### config.mk
export PLATFORM = sky130hd
export DESIGN_NAME = int_exec_unit
export DESIGN_NICKNAME = d
export VERILOG_FILES = /design/src/rtl/iexu_pkg.sv /design/src/rtl/iexu_decode.sv /design/src/rtl/iexu_operand.sv /design/src/rtl/iexu_alu.sv /design/src/rtl/int_exec_unit.sv
export SDC_FILE = /design/constraint.sdc
export NUM_CORES = 1
export LEC_CHECK = 0
export ABC_AREA = 1
export CAP_MARGIN = 20
export CORE_MARGIN = 1.5
export CORE_UTILIZATION = 60
export DETAILED_ROUTE_END_ITERATION = 8
export DONT_BUFFER_PORTS = 1
export PLACE_DENSITY = 0.78
export REMOVE_ABC_BUFFERS = 1
export SLEW_MARGIN = 5
export SYNTH_ARGS = -nofsm -noshare
export SYNTH_HDL_FRONTEND = slang
export SYNTH_SLANG_ARGS = --single-unit
### constraint.sdc
create_clock -name vclk -period 3.6
set_input_delay 0 -clock vclk [all_inputs]
set_output_delay 0 -clock vclk [all_outputs]
set_load 0.005 [all_outputs]
### src/rtl/iexu_pkg.sv
package iexu_pkg;

    localparam int XLEN    = 32;
    localparam int REG_W   = 5;
    localparam int OPC_W   = 6;
    localparam int IMM_W   = 16;
    localparam int SHAMT_W = $clog2(XLEN);

    localparam int OPC_LSB = XLEN - OPC_W;
    localparam int RT_LSB  = OPC_LSB - 2 * REG_W;
    localparam int RD_LSB  = RT_LSB - REG_W;
    localparam int SH_LSB  = RD_LSB - REG_W;

    // major opcodes
    localparam logic [OPC_W-1:0] OPC_REG   = 6'h00;
    localparam logic [OPC_W-1:0] OPC_ADDI  = 6'h08;
    localparam logic [OPC_W-1:0] OPC_ADDIU = 6'h09;
    localparam logic [OPC_W-1:0] OPC_SLTI  = 6'h0a;
    localparam logic [OPC_W-1:0] OPC_SLTIU = 6'h0b;
    localparam logic [OPC_W-1:0] OPC_ANDI  = 6'h0c;
    localparam logic [OPC_W-1:0] OPC_ORI   = 6'h0d;
    localparam logic [OPC_W-1:0] OPC_XORI  = 6'h0e;
    localparam logic [OPC_W-1:0] OPC_LUI   = 6'h0f;

    // register-layout selectors
    localparam logic [5:0] SEL_SLL  = 6'h00;
    localparam logic [5:0] SEL_SRL  = 6'h02;
    localparam logic [5:0] SEL_SRA  = 6'h03;
    localparam logic [5:0] SEL_SLLV = 6'h04;
    localparam logic [5:0] SEL_SRLV = 6'h06;
    localparam logic [5:0] SEL_SRAV = 6'h07;
    localparam logic [5:0] SEL_ADD  = 6'h20;
    localparam logic [5:0] SEL_ADDU = 6'h21;
    localparam logic [5:0] SEL_SUB  = 6'h22;
    localparam logic [5:0] SEL_SUBU = 6'h23;
    localparam logic [5:0] SEL_AND  = 6'h24;
    localparam logic [5:0] SEL_OR   = 6'h25;
    localparam logic [5:0] SEL_XOR  = 6'h26;
    localparam logic [5:0] SEL_NOR  = 6'h27;
    localparam logic [5:0] SEL_SLT  = 6'h2a;
    localparam logic [5:0] SEL_SLTU = 6'h2b;

    typedef enum logic [3:0] {
        FN_ADD, FN_SUB, FN_AND, FN_OR, FN_XOR, FN_NOR,
        FN_SHL, FN_SHR, FN_SAR, FN_LTS, FN_LTU, FN_PASSB
    } fn_e;

    typedef enum logic [1:0] {
        K_REG,   // operand B is rt
        K_SEXT,  // sign-extended constant
        K_ZEXT,  // zero-extended constant
        K_HIGH   // constant in the upper half
    } kind_e;

    typedef struct packed {
        fn_e              fn;
        kind_e            kind;
        logic             var_sh;
        logic             traps;
        logic             legal;
        logic [REG_W-1:0] dst;
    } ctl_t;

    function automatic logic [XLEN-1:0] widen_imm(input kind_e k,
                                                  input logic [IMM_W-1:0] c);
        case (k)
            K_SEXT:  return {{(XLEN-IMM_W){c[IMM_W-1]}}, c};
            K_ZEXT:  return {{(XLEN-IMM_W){1'b0}}, c};
            K_HIGH:  return {c, {(XLEN-IMM_W){1'b0}}};
            default: return '0;
        endcase
    endfunction

endpackage

### src/rtl/iexu_decode.sv
module iexu_decode
    import iexu_pkg::*;
(
    input  logic [XLEN-1:0] instr_i,
    output ctl_t            ctl_o
);
    logic [OPC_W-1:0] opc;
    logic [5:0]       sel;
    logic             unused_rs_field;

    assign opc = instr_i[XLEN-1:OPC_LSB];
    assign sel = instr_i[5:0];
    assign unused_rs_field = ^instr_i[OPC_LSB-1:OPC_LSB-REG_W];

    always_comb begin
        ctl_o        = '0;
        ctl_o.fn     = FN_ADD;
        ctl_o.kind   = K_REG;
        ctl_o.legal  = 1'b1;
        ctl_o.dst    = instr_i[RT_LSB+REG_W-1:RT_LSB];
        if (opc == OPC_REG) begin
            ctl_o.dst = instr_i[RD_LSB+REG_W-1:RD_LSB];
            case (sel)
                SEL_ADD:  begin ctl_o.fn = FN_ADD; ctl_o.traps = 1'b1; end
                SEL_ADDU: ctl_o.fn = FN_ADD;
                SEL_SUB:  begin ctl_o.fn = FN_SUB; ctl_o.traps = 1'b1; end
                SEL_SUBU: ctl_o.fn = FN_SUB;
                SEL_AND:  ctl_o.fn = FN_AND;
                SEL_OR:   ctl_o.fn = FN_OR;
                SEL_XOR:  ctl_o.fn = FN_XOR;
                SEL_NOR:  ctl_o.fn = FN_NOR;
                SEL_SLL:  ctl_o.fn = FN_SHL;
                SEL_SRL:  ctl_o.fn = FN_SHR;
                SEL_SRA:  ctl_o.fn = FN_SAR;
                SEL_SLLV: begin ctl_o.fn = FN_SHL; ctl_o.var_sh = 1'b1; end
                SEL_SRLV: begin ctl_o.fn = FN_SHR; ctl_o.var_sh = 1'b1; end
                SEL_SRAV: begin ctl_o.fn = FN_SAR; ctl_o.var_sh = 1'b1; end
                SEL_SLT:  ctl_o.fn = FN_LTS;
                SEL_SLTU: ctl_o.fn = FN_LTU;
                default:  ctl_o.legal = 1'b0;
            endcase
        end else begin
            case (opc)
                OPC_ADDI:  begin ctl_o.fn = FN_ADD; ctl_o.kind = K_SEXT;
                                 ctl_o.traps = 1'b1; end
                OPC_ADDIU: begin ctl_o.fn = FN_ADD; ctl_o.kind = K_SEXT; end
                OPC_SLTI:  begin ctl_o.fn = FN_LTS; ctl_o.kind = K_SEXT; end
                OPC_SLTIU: begin ctl_o.fn = FN_LTU; ctl_o.kind = K_SEXT; end
                OPC_ANDI:  begin ctl_o.fn = FN_AND; ctl_o.kind = K_ZEXT; end
                OPC_ORI:   begin ctl_o.fn = FN_OR;  ctl_o.kind = K_ZEXT; end
                OPC_XORI:  begin ctl_o.fn = FN_XOR; ctl_o.kind = K_ZEXT; end
                OPC_LUI:   begin ctl_o.fn = FN_PASSB; ctl_o.kind = K_HIGH; end
                default:   ctl_o.legal = 1'b0;
            endcase
        end
    end
endmodule

### src/rtl/iexu_operand.sv
module iexu_operand
    import iexu_pkg::*;
(
    input  ctl_t               ctl_i,
    input  logic [XLEN-1:0]    instr_i,
    input  logic [XLEN-1:0]    rs_val_i,
    input  logic [XLEN-1:0]    rt_val_i,
    output logic [XLEN-1:0]    opb_o,
    output logic [SHAMT_W-1:0] shamt_o
);
    always_comb begin
        if (ctl_i.kind == K_REG)
            opb_o = rt_val_i;
        else
            opb_o = widen_imm(ctl_i.kind, instr_i[IMM_W-1:0]);
    end

    assign shamt_o = ctl_i.var_sh ? rs_val_i[SHAMT_W-1:0]
                                  : instr_i[SH_LSB+SHAMT_W-1:SH_LSB];
endmodule

### src/rtl/iexu_alu.sv
module iexu_alu
    import iexu_pkg::*;
(
    input  fn_e                fn_i,
    input  logic [XLEN-1:0]    opa_i,
    input  logic [XLEN-1:0]    opb_i,
    input  logic [SHAMT_W-1:0] shamt_i,
    output logic [XLEN-1:0]    res_o,
    output logic               ovf_o
);
    localparam int MSB = XLEN - 1;

    logic            sub;
    logic [XLEN-1:0] b_eff;
    logic [XLEN-1:0] sum;

    assign sub   = (fn_i == FN_SUB);
    assign b_eff = sub ? ~opb_i : opb_i;
    assign sum   = opa_i + b_eff + {{(XLEN-1){1'b0}}, sub};

    // same-sign operands whose sum changes sign
    assign ovf_o = (fn_i == FN_ADD || fn_i == FN_SUB)
                 && (opa_i[MSB] == b_eff[MSB]) && (sum[MSB] != opa_i[MSB]);

    always_comb begin
        case (fn_i)
            FN_ADD, FN_SUB: res_o = sum;
            FN_AND:   res_o = opa_i & opb_i;
            FN_OR:    res_o = opa_i | opb_i;
            FN_XOR:   res_o = opa_i ^ opb_i;
            FN_NOR:   res_o = ~(opa_i | opb_i);
            FN_SHL:   res_o = opb_i << shamt_i;
            FN_SHR:   res_o = opb_i >> shamt_i;
            FN_SAR:   res_o = $unsigned($signed(opb_i) >>> shamt_i);
            FN_LTS:   res_o = {{(XLEN-1){1'b0}}, $signed(opa_i) < $signed(opb_i)};
            FN_LTU:   res_o = {{(XLEN-1){1'b0}}, opa_i < opb_i};
            FN_PASSB: res_o = opb_i;
            default:  res_o = '0;
        endcase
    end
endmodule

### src/rtl/int_exec_unit.sv
module int_exec_unit
    import iexu_pkg::*;
(
    input  logic [31:0] instr_i,
    input  logic [31:0] rs_val_i,
    input  logic [31:0] rt_val_i,
    output logic [31:0] result_o,
    output logic [4:0]  dst_o,
    output logic        wr_en_o,
    output logic        ovf_exc_o,
    output logic        illegal_o
);
    ctl_t               ctl;
    logic [XLEN-1:0]    opb;
    logic [SHAMT_W-1:0] shamt;
    logic [XLEN-1:0]    alu_res;
    logic               alu_ovf;

    iexu_decode u_dec (
        .instr_i (instr_i),
        .ctl_o   (ctl)
    );

    iexu_operand u_opnd (
        .ctl_i    (ctl),
        .instr_i  (instr_i),
        .rs_val_i (rs_val_i),
        .rt_val_i (rt_val_i),
        .opb_o    (opb),
        .shamt_o  (shamt)
    );

    iexu_alu u_alu (
        .fn_i    (ctl.fn),
        .opa_i   (rs_val_i),
        .opb_i   (opb),
        .shamt_i (shamt),
        .res_o   (alu_res),
        .ovf_o   (alu_ovf)
    );

    assign result_o  = ctl.legal ? alu_res : '0;
    assign dst_o     = ctl.dst;
    assign ovf_exc_o = ctl.legal & ctl.traps & alu_ovf;
    assign illegal_o = ~ctl.legal;
    assign wr_en_o   = ctl.legal & ~ovf_exc_o;
endmodule

# Yosys cells after proc, flatten, opt, wreduce, memory -nomap -nowiden
# Cells that the tools add are included.
# totals
register_bits	0
latch_bits	0
ram_bits	0
rom_bits	0
inputBits	96
out_inout_bits	40
wordCells	91
n_memories	0
# op_classes
n_addsub	2
n_mul	0
div	0
n_lt_le_gt_ge	2
eq_ne	39
n_shift	3
n_mux	18
n_bitwise	10
n_reduce_logical	17
# ops
cell	n
$pmux 32 s11	1
$mux 32	3
$pmux 32 s3	1
$lt 32x32->1	2
$not 32->32	2
$eq 6x6->1 const B	10
$eq 6x4->1 const B	8
$pmux 6 s7	1
$pmux 4 s10	1
$add 32x1->32	1
$add 32x32->32	1
$and 32x32->32	1
$or 32x32->32	1
$shl 32x5->32	1
$shr 32x5->32	1
$sshr 32x5->32	1
$xor 32x32->32	1
$eq 6x3->1 const B	3
$eq 4x3->1 const B	4
$eq 4x4->1 const B	4
$reduce_or 16->1	1
$reduce_or 2->1	7
$eq 6x2->1 const B	2
$logic_not 6->1	2
other kinds (18)	31

# Logic depth before layout (Yosys ltp)
# Gate-level depths: netlist (run 1).
# logic_depth
ltp_word	16
ltp_mapped	28
depth_no_buf	27

# Modules after synthesis
# A second synthesis (run 1) with hierarchy kept.
# unflattened
hier_cells	2033
hier_area_um2	10637.7
# modules_own_cells
module	n_inst	cells_per_inst	area_per_inst_um2	seq_area_each_um2
iexu_alu	1	1726	9054.9	0.0
iexu_operand	1	145	807.0	0.0
iexu_decode	1	89	474.2	0.0
int_exec_unit	1	73	301.5	0.0

# Worst setup path before layout (run 1)
# No wires, ideal clock.
# synth_path
kind	input port to output port
startpoint	input instr_i[31]
endpoint	output result_o[22]
t_arrival_ns	3.004
required_time_ns	3.600
setup_slack_ns	0.596
path_stages	28
n_path_buf	2
cell_sequence	nor2_4 -> nand2_4 -> buf_6 -> nor2_1 -> nand3_1 -> nand3_1 -> nand2_2 -> nor2_4 -> nand2_1 -> buf_2 -> xor2_1 -> fa_1 -> nand3_1 -> nand2_1 -> nand2_1 -> nand2_1 -> nand3_1 -> nand2_1 -> a21oi_1 -> inv_1 -> nand2_1 -> nand2_1 -> nand2_1 -> nand2_1 -> a21oi_1 -> o21ai_0 -> nand4_1 -> and2_1
# synth_between
elab_chain_len	13
elab_cells_between_ends	50
classes_between	add/sub: 2; eq/ne: 22; shift: 3; mux: 12; bitwise: 5; reduce/logical: 6
# synth_lines
item	line_no	source
start, declared	int_exec_unit.sv:4	input logic [31:0] instr_i,
$eq 6x4->1	iexu_decode.sv:43	case (opc)
$reduce_or 2->1 (no source line)	-	
$pmux 6 s7	iexu_decode.sv:43	
$mux 2	iexu_decode.sv:21	if (opc == OPC_REG) begin
$eq 2x2->1 / $eq 2x1->1 (equally long branches)	iexu_pkg.sv:66	case (k)
$pmux 32 s3	iexu_pkg.sv:66	
$mux 32	iexu_operand.sv:12	if (ctl_i.kind == K_REG)
$not 32->32	iexu_alu.sv:18	assign b_eff = sub ? ~opb_i : opb_i;
$mux 32	iexu_alu.sv:18	
$add 32x32->32	iexu_alu.sv:19	assign sum = opa_i + b_eff + {{(XLEN-1){1'b0}}, sub};
$add 32x1->32	iexu_alu.sv:19	
$pmux 32 s11	iexu_alu.sv:26	case (fn_i)
$mux 32 *	int_exec_unit.sv:42	assign result_o = ctl.legal ? alu_res : '0;
end, declared	int_exec_unit.sv:7	output logic [31:0] result_o,
# Mark *: on every way between the ends. The rest lies on a longest branch, timed or not.

# Worst setup path in the final report (run 1)
# Ends and elaborated chain as after synthesis.

==> summary.txt, run 1 <==
Power
  • Worst vdd ir: 0.121 mV
  • Final Power: 1.74 mW
  • Pleak: 5.26 nW
  • Pwr dens: 173 nW/um2

Global route
  • Vias in the first global route: 11100
  • Grt total ovfl: 0
  • First-pass GRT wire length: 63.6 mm
  • Pin count of the biggest net entering global routing: 62
  • GRT Total Usage: 0.495
  • Initial antenna violation count: 0

Die
  • Initial core utilization: 0.612
  • # IOs: 136
  • Core area: 15800 um2
  • Die Height: 130 um
  • Die W: 130 um
  • Die footprint: 16900 um2
  • Rows: 46

STA
  • Final count of hold timing violations: 0
  • Final Max Tran Viols: 0
  • Final WS setup: 0.141 ns
  • Max Clk Rate: 289 MHz
  • Period minus WS final: 3.46 ns
  • Slew HR: 0.454
  • RSZ-0062 raised after global routing: yes
  • Final setup vio count: 0
  • Tcrit/Tclk final: 0.961
  • Worst slew pin tran: 0.817 ns

Clocking
  • Hold buffer count at CTS: 0

Synth
  • Post-synthesis simple-gate area fraction: 0.395
  • Compound-Gate Fraction of Synth Area: 0.279
  • Largest family of logic cells by synthesized area: simple AND/OR/NAND/NOR gates
  • Post-synth cell types: 58
  • Count leader, synth: nand2_1
  • Cells taking the most area after synthesis: nand2_1, ha_1, nand3_1
  • Syn Inst Count: 1804
  • Largest area contributor in the netlist: nand2_1
  • Sequential fraction of the synthesis area: 0
  • Mux contribution to synthesized area: 0.00413
  • Post-synth top area share: 0.201
  • Top post-synthesis cells by count: nand2_1, inv_1, nand3_1
  • Synth Area in Adders: 0.165
  • Synth Warn #: 0
  • Syn Area/Cell: 5.37 um2
  • Xor/xnor share of the synthesized area: 0.0334
  • Synth Cell Area: 9690 um2

Outcome
  • Status: complete, no violations

Route
  • Final ANT Viol Nets: 0
  • Initial DRC count: 1842
  • WL final: 43.4 mm
  • Vias post-DR: 13100
  • First drt pass iteration count: 8
  • Via-to-Cell Ratio: 6.53
  • DRC viols: 0
  • WL/cell: 21.7 um

Placed design
  • Placed insts: 1997
  • Post-DP HPWL: 34.6 mm
  • Place WS: 0.0363 ns
  • Placed instance area: 10000 um2
  • Gpl congestion: 1.08
  • PortBufs: 0

Setup path
  • CP startpoint kind: input port
  • Crit path required time: 3.60 ns
  • Arrival @ worst endpoint: 3.46 ns
  • Crit Path Class: input port to output pin
  • CP Capture Type: output pin
  • Peak fanout along the critical path: 10

Cells and area
  • Nets: 2010
  • N_diodes: 0
  • Post-route cell area: 10100 um2
  • Area grow syn2layout: 4.33%
  • Seq cells: 0
  • CLK BUF: 0
  • FF+latch area: 0 um2
  • Share of layout cells above drive strength 1: 0.0880
  • Fin cells: 2001

Flow run
  • Max-Cap Viols: 0

Min path
  • Worst hold path class: input port to output pin
[cell type report]
class,instances,area (um2)
multi-input combinational,1513,8570
tap,216,270
inverter,210,790
timing repair buffer,62,477
fill,1663,5720
[layer usage]
metal  global-route usage  part of all wire  vias up
met5                    0                 0        -
met4                0.267             0.066        0
met3                0.142              0.15      201
met2                0.719              0.40     1095
met1                0.655              0.38     5762
li1                     -                 -     6017
[logic make-up (layout without fill, tap and decap cells)]
| family | after synthesis | in the layout |
|---|---|---|
| adders and majority gates | 127 | 127 |
| buffers and inverters | 291 | 272 |
| AOI/OAI and AO/OA | 446 | 446 |
| and+or+nand+nor | 899 | 899 |
| xor gates and xnor gates | 37 | 37 |
| muxes | 4 | 4 |
[worst max-delay path: stages]
cell	delay (ns)
nor2_4	0.17
nand2_4	0.12
nor2_2	0.13
nand3_1	0.08
nand3_1	0.09
nand2_2	0.11
nor2_4	0.13
nand2_1	0.10
buf_4	0.20
xor2_1	0.18
fa_1	0.42
nand3_1	0.11
nand2_1	0.09
nand2_1	0.07
nand2_1	0.11
nand3_1	0.10
nand2_1	0.10
a21oi_2	0.24
inv_1	0.08
nand2_1	0.06
nand2_1	0.07
nand2_1	0.08
nand2_1	0.06
a21oi_1	0.12
o21ai_1	0.13
nand4_1	0.11
and2_1	0.19
[power breakdown]
part	internal (mW)	total (mW)	switching (mW)	leakage (nW)
clock network	0	0	0	0
registers	0	0	0	0
logic	0.559	1.74	1.19	5.26
[per-stage QoR]
| stage | utilization | TNS, ns | hold slack, ns |
|---|---|---|---|
| 6_report | 0.639 | 0 | 0.122 |
| 3_3_place_gp | 0.633 | 0 | 0.118 |
| 5_1_grt | 0.639 | -0.443 | 0.134 |
| 2_1_floorplan | - | -15.44 | 0.108 |
| 3_5_place_dp | 0.634 | 0 | 0.117 |
| 4_1_cts | 0.634 | 0 | 0.117 |
[path summary, 6_finish.rpt]
kind	from	endpoint	depth (start not counted)
setup / recovery	instr_i[31]	result_o[22]	27
hold / removal	instr_i[19]	dst_o[3]	2
[layout by cell type (no fill, tap or decap), drive strengths merged, types with 3 or more instances in the layout]
master and n:
a221oi 12, mux2i 4, o21a 4, nor4 7, nand4 9, a21o 4, o211ai 36, nand2 533
a211oi 6, o21ai 190, xnor2 5, a21oi 128, a31oi 10, and3 3, buf 62, o22ai 19
or2 9, nand3 157, o21bai 14, o2111ai 7, xor2 32, nor2 162, nor3 13, inv 209
o2111a 4, o31ai 4, ha 126
[repair_timing]
| item | in CTS | in global routing |
|---|---|---|
| buffers inserted | 0 | 4 |
| endpoints found under the setup margin | 0 | 18 |
| gates resized for setup | 0 | 19 |
Note: power is estimated with default switching activity, not from simulation.
==> inputs of run 2 (changes only) <==
Settings changed: SYNTH_HIERARCHICAL set to 1.
==> run 2 against run 1 <==
  * The flow now finishes with violations (design-rule violations)
  * Via count grew 15%
  * Synthesized cell count grew 13%
  * Flip-flop and latch count is the same
  * Utilization grew 3.2 points
  * Setup slack lost 0.14 ns
  * Maximum frequency shrank 3.8%
  * Critical endpoint is now result_o[18]
  * Largest cell class unchanged
  * Largest power group unchanged
==> summary.txt, run 2 <==
Cells and area
  • Commonest non-fill, non-tap cell in the layout: nand2_1
  • Seq cells: 0
  • Fin cells: 2281
  • Commonest cells after routing, fill and taps aside: nand2_1, nand3_1, inv_1, ha_1, nor2_1
  • Share of layout cells above drive strength 1: 0.109
  • CLK BUF: 0
  • Post-route cell area: 11600 um2
  • FF+latch area: 0 um2
  • N_diodes: 0
  • Area grow syn2layout: 8.97%
  • Nets: 2288

Synth
  • Post-synth top area share: 0.235
  • Syn Area/Cell: 5.23 um2
  • Top post-synthesis cells by count: nand2_1, nand3_1, inv_1
  • Synth Cell Area: 10600 um2
  • Synth Warn #: 6
  • Syn Inst Count: 2033
  • Post-synth cell types: 55
  • Sequential fraction of the synthesis area: 0
  • Cells taking the most area after synthesis: nand2_1, ha_1, nand3_1
  • Largest area contributor in the netlist: nand2_1
  • Count leader, synth: nand2_1

STA
  • Final WS setup: 0.00353 ns
  • Period minus WS final: 3.60 ns
  • Final Max Tran Viols: 0
  • Final setup vio count: 0
  • Max Clk Rate: 278 MHz
  • Worst slew pin tran: 1.12 ns
  • RSZ-0062 raised after global routing: yes
  • TNS Setup: 0 ns
  • Final count of hold timing violations: 0
  • Slew HR: 0.253
  • Tcrit/Tclk final: 0.999

Placed design
  • Placed insts: 2272
  • Gpl congestion: 1.17
  • Place WS: 0.0292 ns
  • Post-DP HPWL: 40.6 mm
  • PortBufs: 0
  • Placed instance area: 11300 um2

Die
  • Rows: 48
  • Die footprint: 18500 um2
  • Die Height: 136 um
  • Core area: 17300 um2
  • Die W: 136 um
  • Initial core utilization: 0.615
  • # IOs: 136

Outcome
  • Failing checks: design-rule violations
  • Status: finished with violations

Global route
  • Vias in the first global route: 13200
  • GRT Total Usage: 0.517
  • Initial antenna violation count: 2
  • Grt total ovfl: 0
  • First-pass GRT wire length: 72.5 mm
  • Pin count of the biggest net entering global routing: 75

Route
  • WL/cell: 22.5 um
  • Final ANT Viol Nets: 0
  • First drt pass iteration count: 9
  • Initial DRC count: 2816
  • WL final: 51.3 mm
  • Via-to-Cell Ratio: 6.60
  • Vias post-DR: 15100
  • DRC viols: 20

Setup path
  • CP most frequent cell: nand2_1
  • Crit path required time: 3.60 ns
  • CP Capture Type: output pin
  • WP buf/inv: 5
  • Top delay family on crit path: simple AND/OR/NAND/NOR gates
  • Arrival @ worst endpoint: 3.60 ns
  • Crit Path Class: input port to output pin
  • CP max stage delay: 0.33 ns
  • CP max stage cell: ha_1
  • Peak fanout along the critical path: 16
  • CP startpoint kind: input port

Power
  • Worst vdd ir: 0.102 mV
  • Pleak: 6.25 nW
  • Pwr dens: 170 nW/um2

Clocking
  • Hold buffer count at CTS: 0

Flow run
  • Max-Cap Viols: 0

Min path
  • Worst hold path class: input port to output pin
## run 2: changes by cell type after synthesis, sizes merged, moves of 8 or more
| cell | delta |
|---|---|
| a21oi | -14 |
| a221oi | -10 |
| buf | +27 |
| clkbuf | -9 |
| inv | +28 |
| nand2 | +138 |
| nand3 | +100 |
| nand3b | +8 |
| nor2 | -14 |
| nor3 | +11 |
| o21ai | -24 |
| o21bai | -8 |
## run 2: cell families after synthesis
family / Yosys count / synth area share
adders and majority gates: 134 / 0.158
buffers and inverters: 337 / 0.140
and+or+nand+nor: 1147 / 0.466
xor gates and xnor gates: 33 / 0.0272
muxes: 4 / 0.00376
AOI/OAI and AO/OA: 378 / 0.204
## run 2: where the power goes
part | total [mW] | internal, mW | switching (mW) | leakage (nW)
sequential | 0 | 0 | 0 | 0
combinational | 1.97 | 0.659 | 1.31 | 6.25
clock | 0 | 0 | 0 | 0
total | 1.97 | 0.659 | 1.31 | 6.25
## run 2: what timing repair did
| item | in CTS | in global routing |
|---|---|---|
| setup endpoints to repair | 0 | 29 |
| setup buffers | 0 | 7 |
| resized for setup | 0 | 44 |
## run 2: per-stage QoR
stage                     hold slack (ns)   util  power (mW)
after detailed placement           0.0955  0.655        1.80
after global placement             0.0971  0.655        1.76
after CTS                          0.0955  0.655        1.81
after global routing               0.0998  0.670        2.11
final                              0.0955  0.670        1.97
after floorplan                    0.0908      -        1.18
## run 2: routing by layer
| metal | vias up | wire length, um | part of all wire | GRT usage |
|---|---|---|---|---|
| li1 | 6720 | - | - | - |
| met1 | 6647 | 18400 | 0.36 | 0.652 |
| met2 | 1381 | 20600 | 0.40 | 0.773 |
| met5 | - | 33 | 0.00064 | 0 |
| met3 | 312 | 8460 | 0.16 | 0.166 |
| met4 | 2 | 3900 | 0.076 | 0.284 |
## run 2: area by class of cell
| class | count | area (um2) |
|---|---|---|
| fill | 1655 | 5700 |
| inverter | 238 | 901 |
| timing repair buffer | 120 | 1010 |
| tap | 225 | 282 |
| multi-input combinational | 1698 | 9400 |
## run 2: path summary, 6_finish.rpt
check	from	to	cells past startpoint	slack, ns
max	instr_i[31]	result_o[18]	25	0.004
min	instr_i[18]	dst_o[2]	2	0.1
